**src/rtl/pad_debounce_pkg.sv**
```systemverilog
package pad_debounce_pkg;

  localparam int DBC_EXP_W = 4;

  typedef struct packed {
    logic                 glitch;
    logic [DBC_EXP_W-1:0] exp;
    logic                 en;
  } dbc_cfg_t;

endpackage

```
**src/rtl/dbc_sync.sv**
```systemverilog
module dbc_sync #(
  parameter int STAGES = 2
) (
  input  logic clk,
  input  logic rst_n,
  input  logic din,
  output logic dout
);
  logic [STAGES-1:0] chain_q;

  generate
    if (STAGES == 1) begin : g_one
      always_ff @(posedge clk) begin
        if (!rst_n) chain_q <= '0;
        else        chain_q <= din;
      end
    end else begin : g_many
      always_ff @(posedge clk) begin
        if (!rst_n) chain_q <= '0;
        else        chain_q <= {chain_q[STAGES-2:0], din};
      end
    end
  endgenerate

  assign dout = chain_q[STAGES-1];
endmodule

```
**src/rtl/dbc_glitch.sv**
```systemverilog
module dbc_glitch #(
  parameter int MIN_CLKS = 2
) (
  input  logic clk,
  input  logic rst_n,
  input  logic reload,
  input  logic din,
  output logic dout
);
  localparam int HW = MIN_CLKS - 1;

  logic [HW-1:0] hist_q;
  logic          level_q;
  logic          steady;

  assign steady = (hist_q == {HW{din}});

  generate
    if (HW == 1) begin : g_h1
      always_ff @(posedge clk) begin
        if (!rst_n) hist_q <= '0;
        else        hist_q <= din;
      end
    end else begin : g_hn
      always_ff @(posedge clk) begin
        if (!rst_n) hist_q <= '0;
        else        hist_q <= {hist_q[HW-2:0], din};
      end
    end
  endgenerate

  always_ff @(posedge clk) begin
    if (!rst_n)                        level_q <= 1'b0;
    else if (reload)                   level_q <= din;
    else if (steady && din != level_q) level_q <= din;
  end

  assign dout = level_q;

  AST_SHORT_PULSE_HELD: assert property (@(posedge clk) disable iff (!rst_n)
    (!reload && !steady) |=> $stable(level_q));
endmodule

```
**src/rtl/dbc_cfg.sv**
```systemverilog
module dbc_cfg
  import pad_debounce_pkg::*;
#(
  parameter int EXP_MIN = 3
) (
  input  logic     clk,
  input  logic     rst_n,
  input  logic     wr,
  input  dbc_cfg_t wdata,
  output dbc_cfg_t cfg,
  output logic     reload
);
  dbc_cfg_t cfg_q;
  logic     legal;

  assign legal  = !wdata.en || (int'(wdata.exp) >= EXP_MIN);
  assign reload = wr && legal;

  always_ff @(posedge clk) begin
    if (!rst_n)      cfg_q <= '0;
    else if (reload) cfg_q <= wdata.en ? wdata : '0;
  end

  assign cfg = cfg_q;

  AST_REJECT_KEEPS: assert property (@(posedge clk) disable iff (!rst_n)
    (wr && wdata.en && int'(wdata.exp) < EXP_MIN) |=> $stable(cfg_q));
  AST_DISABLE_CLEARS: assert property (@(posedge clk) disable iff (!rst_n)
    (wr && !wdata.en) |=> (cfg_q == '0));
endmodule

```
**src/rtl/dbc_settle.sv**
```systemverilog
module dbc_settle
  import pad_debounce_pkg::*;
(
  input  logic                 clk,
  input  logic                 rst_n,
  input  logic                 en,
  input  logic [DBC_EXP_W-1:0] exp,
  input  logic                 tick,
  input  logic                 reload,
  input  logic                 din_sync,
  input  logic                 din_filt,
  output logic                 dout
);
  localparam int CNT_W = 2 ** DBC_EXP_W;

  logic [CNT_W-1:0] cnt_q;
  logic [CNT_W-1:0] last_cnt;
  logic             out_q;

  assign last_cnt = ~({CNT_W{1'b1}} << exp);

  always_ff @(posedge clk) begin
    if (!rst_n) begin
      out_q <= 1'b0;
      cnt_q <= '0;
    end else if (reload || !en) begin
      out_q <= din_sync;
      cnt_q <= '0;
    end else if (din_filt == out_q) begin
      cnt_q <= '0;
    end else if (tick) begin
      if (cnt_q == last_cnt) begin
        out_q <= din_filt;
        cnt_q <= '0;
      end else begin
        cnt_q <= cnt_q + 1'b1;
      end
    end
  end

  assign dout = out_q;

  AST_CNT_IN_RANGE: assert property (@(posedge clk) disable iff (!rst_n)
    cnt_q <= last_cnt);
  AST_NO_TICK_HOLD: assert property (@(posedge clk) disable iff (!rst_n)
    (en && !reload && !tick) |=> $stable(out_q));
  AST_RELOAD_TAKES: assert property (@(posedge clk) disable iff (!rst_n)
    reload |=> (out_q == $past(din_sync)));
endmodule

```
**src/rtl/pad_debounce.sv**
```systemverilog
module pad_debounce
  import pad_debounce_pkg::*;
#(
  parameter int SYNC_STAGES = 2,
  parameter int GLITCH_CLKS = 2,
  parameter int EXP_MIN     = 3
) (
  input  logic                 clk,
  input  logic                 rst_n,
  input  logic                 tick_en,
  input  logic                 pad_in,
  input  logic                 cfg_wr,
  input  logic [DBC_EXP_W+1:0] cfg_wdata,
  output logic                 db_out
);
  dbc_cfg_t cfg;
  logic     reload;
  logic     pad_sync;
  logic     pad_clean;
  logic     pad_filt;
  logic     settled;

  dbc_cfg #(.EXP_MIN(EXP_MIN)) u_cfg (
    .clk    (clk),
    .rst_n  (rst_n),
    .wr     (cfg_wr),
    .wdata  (dbc_cfg_t'(cfg_wdata)),
    .cfg    (cfg),
    .reload (reload)
  );

  dbc_sync #(.STAGES(SYNC_STAGES)) u_sync (
    .clk   (clk),
    .rst_n (rst_n),
    .din   (pad_in),
    .dout  (pad_sync)
  );

  dbc_glitch #(.MIN_CLKS(GLITCH_CLKS)) u_glitch (
    .clk    (clk),
    .rst_n  (rst_n),
    .reload (reload),
    .din    (pad_sync),
    .dout   (pad_clean)
  );

  assign pad_filt = cfg.glitch ? pad_clean : pad_sync;

  dbc_settle u_settle (
    .clk      (clk),
    .rst_n    (rst_n),
    .en       (cfg.en),
    .exp      (cfg.exp),
    .tick     (tick_en),
    .reload   (reload),
    .din_sync (pad_sync),
    .din_filt (pad_filt),
    .dout     (settled)
  );

  assign db_out = cfg.en ? settled : pad_sync;

  AST_ENABLED_HOLDS: assert property (@(posedge clk) disable iff (!rst_n)
    (cfg.en && !reload && !tick_en) |=> $stable(db_out));
endmodule

```
**config.mk**
```make
export PLATFORM = sky130hd
export DESIGN_NAME = pad_debounce
export DESIGN_NICKNAME = d
export VERILOG_FILES = /design/src/rtl/pad_debounce_pkg.sv /design/src/rtl/dbc_sync.sv /design/src/rtl/dbc_glitch.sv /design/src/rtl/dbc_cfg.sv /design/src/rtl/dbc_settle.sv /design/src/rtl/pad_debounce.sv
export SDC_FILE = /design/constraint.sdc
export NUM_CORES = 1
export LEC_CHECK = 0
export BUFFER_PORTS_ARGS = -buffer_cell sky130_fd_sc_hd__buf_2
export CAP_MARGIN = 0
export CORE_ASPECT_RATIO = 1.5
export CORE_UTILIZATION = 55
export CTS_CLUSTER_DIAMETER = 60
export DETAILED_ROUTE_END_ITERATION = 10
export PLACE_DENSITY = 0.74
export SYNTH_ARGS = -nofsm -noshare
export SYNTH_HDL_FRONTEND = slang
export SYNTH_SLANG_ARGS = --single-unit
export TNS_END_PERCENT = 5
```
**constraint.sdc**
```tcl
create_clock -name clk -period 3.07 [get_ports clk]
set_input_delay 0.4605 -clock clk [delete_from_list [all_inputs] [get_ports clk]]
set_output_delay 0.4605 -clock clk [all_outputs]
set_load 0.1 [all_outputs]
```
=== Word level (Yosys, flattened, before mapping) ===
Cells that the tools add are included.

* Register bits after elaboration: 27
* Word-level logic and storage cells: 39
* Input port bits: 11

* Bitwise logic cells: 2
* Reduce and logical (&&, ||, !) cells: 11
* Shift-type cells: 1
* $add $sub $neg: 1
* Equality and inequality tests: 5
* Order comparisons: 1
* Multiplexer cells: 10

{| class="wikitable"
|+ Operator list
! cell !! count
|-
| $add A16 B1 Y16 const B || 1
|-
| $eq A16 B16 Y1 || 1
|-
| $mux W16 || 1
|-
| $not A16 Y16 || 1
|-
| $shl A16 B4 Y16 const A || 1
|-
| $mux W1 || 8
|-
| $mux W6 || 1
|-
| $reduce_bool A2 Y1 || 3
|-
| $ge A4 B2 Y1 const B || 1
|-
| $reduce_and A3 Y1 || 1
|-
| $reduce_or A3 Y1 || 1
|-
| $eq A1 B1 Y1 || 2
|-
| $logic_and A1 B1 Y1 || 2
|-
| $logic_not A1 Y1 || 2
|-
| $logic_or A1 B1 Y1 || 2
|-
| $ne A2 B1 Y1 const B || 1
|-
| $ne A1 B1 Y1 || 1
|-
| $not A1 Y1 || 1
|}

=== Logic depth before layout (Yosys ltp) ===
Gate-level depths: netlist of the first run.

* Depth after elaboration: 7
* Gate-level depth with buffers: 9

=== Hierarchy ===
From an unflattened synthesis of the first run, not the netlist that was laid out.

* Cell total of the unflattened synthesis: 199
* Area total of the unflattened synthesis: 1,695.4 µm²

{| class="wikitable"
|+ By module, submodules not included
! module !! times used !! sequential area each (µm²) !! area each (µm²) !! cells an instance
|-
| dbc_settle || 1 || 340.3 || 1,248.7 || 153
|-
| dbc_cfg || 1 || 120.1 || 297.8 || 33
|-
| dbc_glitch || 1 || 40.0 || 70.1 || 7
|-
| dbc_sync || 1 || 40.0 || 52.6 || 4
|-
| pad_debounce || 1 || 0.0 || 26.3 || 2
|}

=== Least setup slack after synthesis of the first run ===
OpenSTA, ideal clock, no wires.

* Path type: reg2reg
* Start: register u_cfg.cfg_q (netlist bit u_cfg.cfg[2])
* End: register u_settle.cnt_q[10]
* Data arrival time: 2,104 ps
* Period minus slack after synthesis: 2,218 ps
* Path buffers: 1
* Stages on the path, launching flop included: 8
* Path slack: 852 ps
* Setup time: 115 ps
* Cells stage by stage: dfxtp_1 > or2_1 > or4_1 > a222oi_1 > o2111ai_2 > o31ai_4 > buf_6 > nor2_1

* Longest elaborated chain between the ends: 4

{| class="wikitable"
|+ RTL lines
! item !! line !! text
|-
| start: declaration || dbc_cfg.sv:13 || <nowiki>dbc_cfg_t cfg_q;</nowiki>
|-
| start signal: assignment || dbc_cfg.sv:21 || <nowiki>else if (reload) cfg_q <= wdata.en ? wdata : '0;</nowiki>
|-
| $shl A16 B4 Y16 || dbc_settle.sv:20 || <nowiki>assign last_cnt = ~({CNT_W{1'b1}} << exp);</nowiki>
|-
| $not A16 Y16 || dbc_settle.sv:20 ||
|-
| $eq A16 B16 Y1 || dbc_settle.sv:32 || <nowiki>if (cnt_q == last_cnt) begin</nowiki>
|-
| $mux W16 || dbc_settle.sv:32 ||
|-
| end signal: assignment || dbc_settle.sv:36 || <nowiki>cnt_q <= cnt_q + 1'b1;</nowiki>
|-
| end: declaration || dbc_settle.sv:16 || <nowiki>logic [CNT_W-1:0] cnt_q;</nowiki>
|}

Every way passes these cells.
A chain may end at the register's enable or synchronous reset.

=== Worst setup path in the final report of the first run ===
* Start: register u_cfg.cfg_q (netlist bit u_cfg.cfg[2])
* End: register u_settle.cnt_q[8]

Same word-level chain as after synthesis.

==> results of run 1 <==
## logic make-up (layout without fill, tap and decap cells)
logic type | Yosys count | in the layout | synth area share [%]
buffers and inverters | 14 | 20 | 3.88
AND/OR/NAND/NOR | 90 | 90 | 27.1
XOR/XNOR | 15 | 15 | 8.49
adder cells (fa/ha/maj) | 1 | 1 | 0.808
AO/OA/AOI/OAI | 48 | 48 | 23.4
flip-flops | 27 | 27 | 34.9
multiplexers | 2 | 2 | 1.37
## worst max-delay path, cell delays in order, from the launching register on
cell	delay, ns
dfxtp_1	0.43
or2_1	0.33
or4_1	0.49
a222oi_1	0.40
o2111ai_2	0.30
o31ai_4	0.51
nor2_1	0.11
## sequential cells by signal (all words and copies together) (netlist names)
register and count:
u_glitch.dout 1, u_settle.dout 1, u_cfg.cfg 6, u_sync.chain_q 2, u_glitch.hist_q 1, u_settle.cnt_q 16
## layer usage
metal / track usage [%] / vias to the layer above / share of wire [%]
li1: - / 712 / -
met1: 28.1 / 641 / 42
met2: 44.4 / 30 / 54
met3: 2.44 / 8 / 2.8
met4: 5.68 / 0 / 1.1
met5: 0 / - / 0
## where the power goes
| part | switching (mW) | leakage [nW] | internal [mW] | total (mW) |
|---|---|---|---|---|
| combinational | 0.0377 | 0.351 | 0.0246 | 0.0623 |
| clock | 0.106 | 0.0255 | 0.0909 | 0.197 |
| sequential | 0.00935 | 0.219 | 0.356 | 0.365 |
## final timing paths
kind | slack, ns | to | startpoint | depth (start not counted)
hold reg to reg | 0.44 | u_sync.chain_q[1] | u_sync.chain_q[0] | 1
hold / removal | 0.39 | u_sync.chain_q[0] | pad_in | 2
setup reg to reg | 0.37 | u_settle.cnt_q[8] | u_cfg.cfg[2] | 6
setup / recovery | 0.37 | u_settle.cnt_q[8] | u_cfg.cfg[2] | 6
## placed cells by master (no fill, tap or decap), types with 5 or more instances in the layout
cell type,netlist,routed
nand3_1,7,7
xor2_1,8,8
a21boi_0,8,8
a21oi_1,5,5
buf_2,0,11
xnor2_1,7,7
inv_1,5,5
nand2_1,31,31
nor2_1,25,25
o21ai_0,7,7
dfxtp_1,27,27
nand4_1,5,5
## cell type report
type | count | area, sq um | share of cell area [%]
repair buffers | 11 | 55.1 | 3.33
inverters | 5 | 18.8 | 1.13
clock buffers | 3 | 41.3 | 2.50
well taps | 37 | 46.3 | 2.80
multi-input cells | 156 | 947 | 57.3
clock inverters | 1 | 5.00 | 0.303
flip-flops and latches | 27 | 541 | 32.7
==> results by group, run 1 <==
Clock network
  • CTS resizes: 0
  • CTS Buf Count: 3
  • H-tree depth: 1
  • Worst skew pair latency: between 0.2 and 0.3 ns
  • Root Buffer: clkbuf_8
  • Post-CTS setup buffer count: 0
  • CTS Buffer Depth: 2
  • TritonCTS clock tree: built
  • Reg clk slew, reported paths: ~0.090 ns
  • Clk sink count: 27
  • Hold-fix buffers, CTS: 0

Logic synthesis
  • FF+latch count, synth: 27
  • Post-Syn Nets: approximately 210
  • Post-synth ARST share: 0%
  • Ys flop type: dfxtp_1
  • List of most frequent post-synthesis cells: nand2_1 (31), dfxtp_1 (27), nor2_1 (25)
  • Count leader, synth: nand2_1
  • Post-synth EDFFs: 0
  • Syn avg cell area: approximately 7.9 sq um
  • Synth area leaders: dfxtp_1 (35%), nand2_1 (7.5%), nor2_1 (6.1%)
  • Share of the synthesized area in the top cell type: between 30% and 40%
  • Syn Inst Count: 197
  • Synth warnings: 0
  • Seq/Total Area, Yosys: 34.9%
  • Post-Syn Area: between 1500 and 2000 sq um
  • Post-synth top area cell: dfxtp_1
  • Yosys cell types: 46

Placement
  • PortBufs: 11
  • Post-Place Cells: around 240
  • Placed Area: between 1500 and 2000 sq um
  • Place WS: between 0.4 and 0.5 ns
  • Final Wtd Congestion: ~0.86
  • Post-DP HPWL: between 2000 and 2500 um

STA
  • Final Hold Fails: 0
  • Slew @ Worst Pin: between 0.5 and 0.6 ns
  • RSZ-0062 raised after global routing: no
  • Max Freq: about 0.37 GHz
  • Post-Route Setup TNS: 0 ns
  • Fin Hold WS: 0.391 ns
  • Fin crit share: ~88%
  • Slew Limit Fails: 0
  • Final Setup Violations: 0
  • Post-layout min period: 2.70 ns
  • Layout Skew: 0.00354 ns
  • Setup ws final: between 0.3 and 0.4 ns
  • Rel. slew slack: 66.1%

Die
  • CORE AREA: roughly 2700 sq um
  • # rows: 23
  • I/O pin cnt: 12
  • Starting density of the core: between 50 and 60%
  • Die area: about 3000 sq um
  • Die height: 67.0 um
  • DIE WIDTH: 45.3 um

Detailed routing
  • DRT Pass-1 Iters: 4
  • Post-Route WL: 3170 um
  • Via Count: 1391
  • ANT nets after route: 0
  • DR DRC count: 0
  • Routed length per placed instance: between 10 and 15 um
  • Initial DRC Count: 60
  • Vias per cell: 5.80

Job
  • # Max-Cap Violations: 0

GRT
  • Number of global-route vias before repair: 1303
  • Total GRT Usage: approximately a quarter
  • GRT overflow: 0
  • Initial antenna violation count: 0
  • Largest net degree at the start of global routing: 18
  • First-pass GRT wire length: 5490 um

Setup path
  • Max Fanout on Critical Path: 13
  • WP data arrival: around 2.8 ns
  • CP required: ~3.2 ns
  • CP Capture Type: flip-flop
  • WS Path Type: flip-flop to flip-flop
  • Critical path launch point type: flip-flop

Run status
  • Status: complete, no violations

Power
  • Total power: about 0.62 mW
  • Pwr per Cell Area: roughly 380 nW/um^2
  • Pleak: between 0.5 and 0.6 nW
  • Worst VDD drop: around 0.00033 V

Cells and area
  • # nets final: 216
  • Number of fill cells: around 260
  • Layout area overhead: 6.87%
  • Share of post-route cells with drive strength above 1: under 10%
  • Post-route cell area: between 1500 and 2000 sq um
  • Inserted Diodes: 0
  • Non-Filler Instances: 240
  • Core Util, Final: between 60% and 70%

Min path
  • Hold Path Class: input pin to flip-flop
(Power assumes the default switching activity.)
==> run 2: changes to the inputs <==
ABC_AREA = 1   (was not set)
clock period = 2.93 ns   (was 3.07 ns; I/O delays follow)
==> run 2 against run 1 <==
Sequential power rose by 5%. Utilization rose by 0.94 points. Via count rose by 9.1%. Largest power group unchanged. Highest routed layer unchanged. Sequential cell count did not move. First-iteration DRC count fell by 50%.
==> results by group, run 2 <==
Run status
  • Status: complete, no violations

Logic synthesis
  • Share of the synthesized area in the top cell type: 33.6% (-1.3 points)
  • Post-Syn Area: 1610 sq um (+3.9%)
  • Syn Inst Count: 250 (+27%)
  • FF+latch count, synth: 27 (unchanged)
  • Post-Syn Nets: 262 (+25%)
  • Count leader, synth: nand2_1
  • Syn avg cell area: 6.43 sq um (-18%)
  • Synth area leaders: dfxtp_1 (34%), nand2_1 (16%), nand3_1 (8.7%)
  • List of most frequent post-synthesis cells: nand2_1 (70), inv_1 (37), nand3_1 (28), nor2_1 (28), dfxtp_1 (27)
  • Synth warnings: 0 (unchanged)
  • Yosys cell types: 29 (-37%)
  • Post-synth top area cell: dfxtp_1
  • Post-synth ARST share: 0% (unchanged)
  • Post-synth EDFFs: 0 (unchanged)
  • Ys flop type: dfxtp_1
  • Seq/Total Area, Yosys: 33.6% (-1.3 points)

Placement
  • Post-DP HPWL: 2700 um (+12%)
  • Final Wtd Congestion: 0.889 (+3.4%)
  • PortBufs: 11 (unchanged)

Setup path
  • WP data arrival: 2.17 ns (-0.67 ns)
  • Slowest cell delay on critical path: 0.61 ns (+0.10 ns)
  • Max Fanout on Critical Path: 15 (+2)
  • Critical path launch point type: flip-flop
  • Critical path cell sequence: inv_2 > nand2_1 > nand3_1 > nand3_1 > inv_1 > nand3_1 > nor2_1 > nand3_2 > nand4_2 > nor2_1
  • Worst Setup SP: u_cfg.cfg[4]
  • Buf/Inv on CP: 2 (+2)
  • CP required: 3.12 ns (-0.10 ns)
  • Most common cell on crit path: nand3_1
  • CP Capture Type: flip-flop
  • Crit-path leading delay family: simple AND/OR/NAND/NOR gates
  • RR Startpoint: u_cfg.cfg[4]
  • CP max-delay cell: dfxtp_1
  • WS Path Type: flip-flop to flip-flop

Die
  • Starting density of the core: 58.8% (+0.98 points)
  • Die height: 68.2 um (+1.9%)
  • DIE WIDTH: 46.1 um (+1.8%)
  • # rows: 23 (unchanged)
  • CORE AREA: 2730 sq um (+2.2%)
  • I/O pin cnt: 12 (unchanged)
  • Die area: 3150 sq um (+3.7%)

Cells and area
  • Leading cell type in the layout, fill and taps excluded: nand2_1
  • Share of post-route cells with drive strength above 1: 10.0% (+0.19 points)
  • Max FFs per register: 16 (unchanged)
  • Inserted Diodes: 0 (unchanged)
  • Top reg by flops: u_settle.cnt_q
  • Layout area overhead: 6.69%
  • Most frequent cells in the layout: nand2_1 (70), inv_1 (37), nand3_1 (28), nor2_1 (28), dfxtp_1 (27)
  • # nets final: 272 (+26%)

Power
  • Pleak: 0.791 nW (+33%)
  • Sw Ratio: 26.4% (+1.9 points)
  • Pwr per Cell Area: 393 nW/um^2 (+4.1%)
  • Power share of the sequential group: 56.7% (-1.8 points)
  • Sw power: 0.178 mW (+16%)
  • Int Pwr: 0.496 mW (+5.2%)
  • Worst VDD drop: 0.000290 V (-13%)
  • Combinational power share: 11.8% (+1.8 points)
  • Clk pwr share: 31.6% (about the same)

Clock network
  • Worst skew pair latency: 0.27 ns (about the same)
  • Post-CTS setup buffer count: 0 (unchanged)
  • CTS Buffer Depth: 2 (unchanged)
  • Root Buffer: clkbuf_8
  • Clk sink count: 27 (unchanged)
  • Reg clk slew, reported paths: 0.10 ns (about the same)
  • H-tree depth: 1 (unchanged)
  • CTS resizes: 0 (unchanged)
  • CTS Buf Count: 3 (unchanged)
  • Hold-fix buffers, CTS: 0 (unchanged)
  • TritonCTS clock tree: built

STA
  • Rel. slew slack: 68.1% (+2.0 points)
  • Layout Skew: 0.00938 ns (+0.00583 ns)
  • Final Setup Violations: 0 (unchanged)
  • Slew Limit Fails: 0 (unchanged)
  • Fin Hold WS: 0.357 ns (-0.0337 ns)
  • Post-Route Setup TNS: 0 ns (unchanged)
  • Post-layout min period: 1.98 ns (-0.717 ns)
  • Max Freq: 0.505 GHz (+36%)
  • RSZ-0062 raised after global routing: no
  • Final Hold Fails: 0 (unchanged)
  • Fin crit share: 67.6% (-20 points)
  • Slew @ Worst Pin: 0.481 ns (-0.0274 ns)

Job
  • # Max-Cap Violations: 0 (unchanged)

Min path
  • Hold Startpoint: pad_in
  • Hold Path Class: input pin to flip-flop

GRT
  • Initial antenna violation count: 0 (unchanged)
  • Number of global-route vias before repair: 1421 (+9.1%)
  • Largest net degree at the start of global routing: 16 (-2)
  • GRT overflow: 0 (unchanged)
  • Total GRT Usage: 25.0% (+1.1 points)
  • First-pass GRT wire length: 5750 um (+4.8%)

Detailed routing
  • DRT Pass-1 Iters: 4 (unchanged)
  • Via Count: 1518 (+9.1%)
  • Routed length per placed instance: 11.6 um (-12%)
  • Post-Route WL: 3440 um (+8.4%)
  • Vias per cell: 5.13 (-12%)
  • Initial DRC Count: 30 (-50%)
  • DR DRC count: 0 (unchanged)
  • ANT nets after route: 0 (unchanged)
[run 2: path summary, 6_finish.rpt]
kind	to	depth (start not counted)	slack, ns
max	u_settle.cnt_q[6]	10	0.95
min	u_sync.chain_q[0]	3	0.36
max reg2reg	u_settle.cnt_q[6]	10	0.95
min reg2reg	u_sync.chain_q[1]	2	0.43
[run 2: metrics by stage]
step | instances | setup WS (ns) | instance area (sq um) | power (mW) | utilization [%]
6_report | 296 | 0.950 | 1720 | 0.674 | 62.7
5_1_grt | 296 | 0.737 | 1720 | 0.702 | 62.7
4_1_cts | 296 | 0.940 | 1720 | 0.678 | 62.7
3_5_place_dp | 292 | 0.958 | 1670 | 0.469 | 61.1
3_3_place_gp | 292 | 1.04 | 1670 | 0.468 | 61.1
2_1_floorplan | 250 | 0.754 | 1610 | 0.451 | -
[run 2: metal layers]
metal	vias up	routed length, um	track usage [%]
met2	13	1930	49.5
met5	-	0	0
li1	813	-	-
met4	0	44	8.46
met3	5	44	2.37
met1	687	1420	25.6
[run 2: worst reg2reg max path, stage by stage (launching register included)]
cell and delay, ns:
dfxtp_1 0.61, inv_2 0.16, nand2_1 0.16, nand3_1 0.09
nand3_1 0.09, inv_1 0.04, nand3_1 0.06, nor2_1 0.05
nand3_2 0.08, nand4_2 0.34, nor2_1 0.21
[run 2: cell families after synthesis]
family                     after synthesis  share of synthesized area, %
and+or+nand+nor                        143                          39.9
buffers and inverters                   47                          12.1
DFF                                     27                          33.6
AOI/OAI and AO/OA                       22                          8.17
xor gates and xnor gates                10                          5.45
adders and majority gates                1                         0.778
[run 2: area by class of cell]
type	count	area (sq um)
Timing Repair Buffer	11	55.1
Clock inverter	1	5.00
Fill cell	299	1020
Tap cell	37	46.3
Sequential cell	27	541
Multi-Input combinational cell	176	873
Clock buffer	3	41.3
Inverter	41	154
[run 2: power by group through the flow]
stage	Sequential, mW	Combinational (mW)	Clock, mW
6_report	0.382	0.0793	0.213
2_1_floorplan	0.385	0.0656	0
3_5_place_dp	0.390	0.0785	0
5_1_grt	0.383	0.0889	0.230
3_3_place_gp	0.390	0.0777	0
4_1_cts	0.382	0.0792	0.217
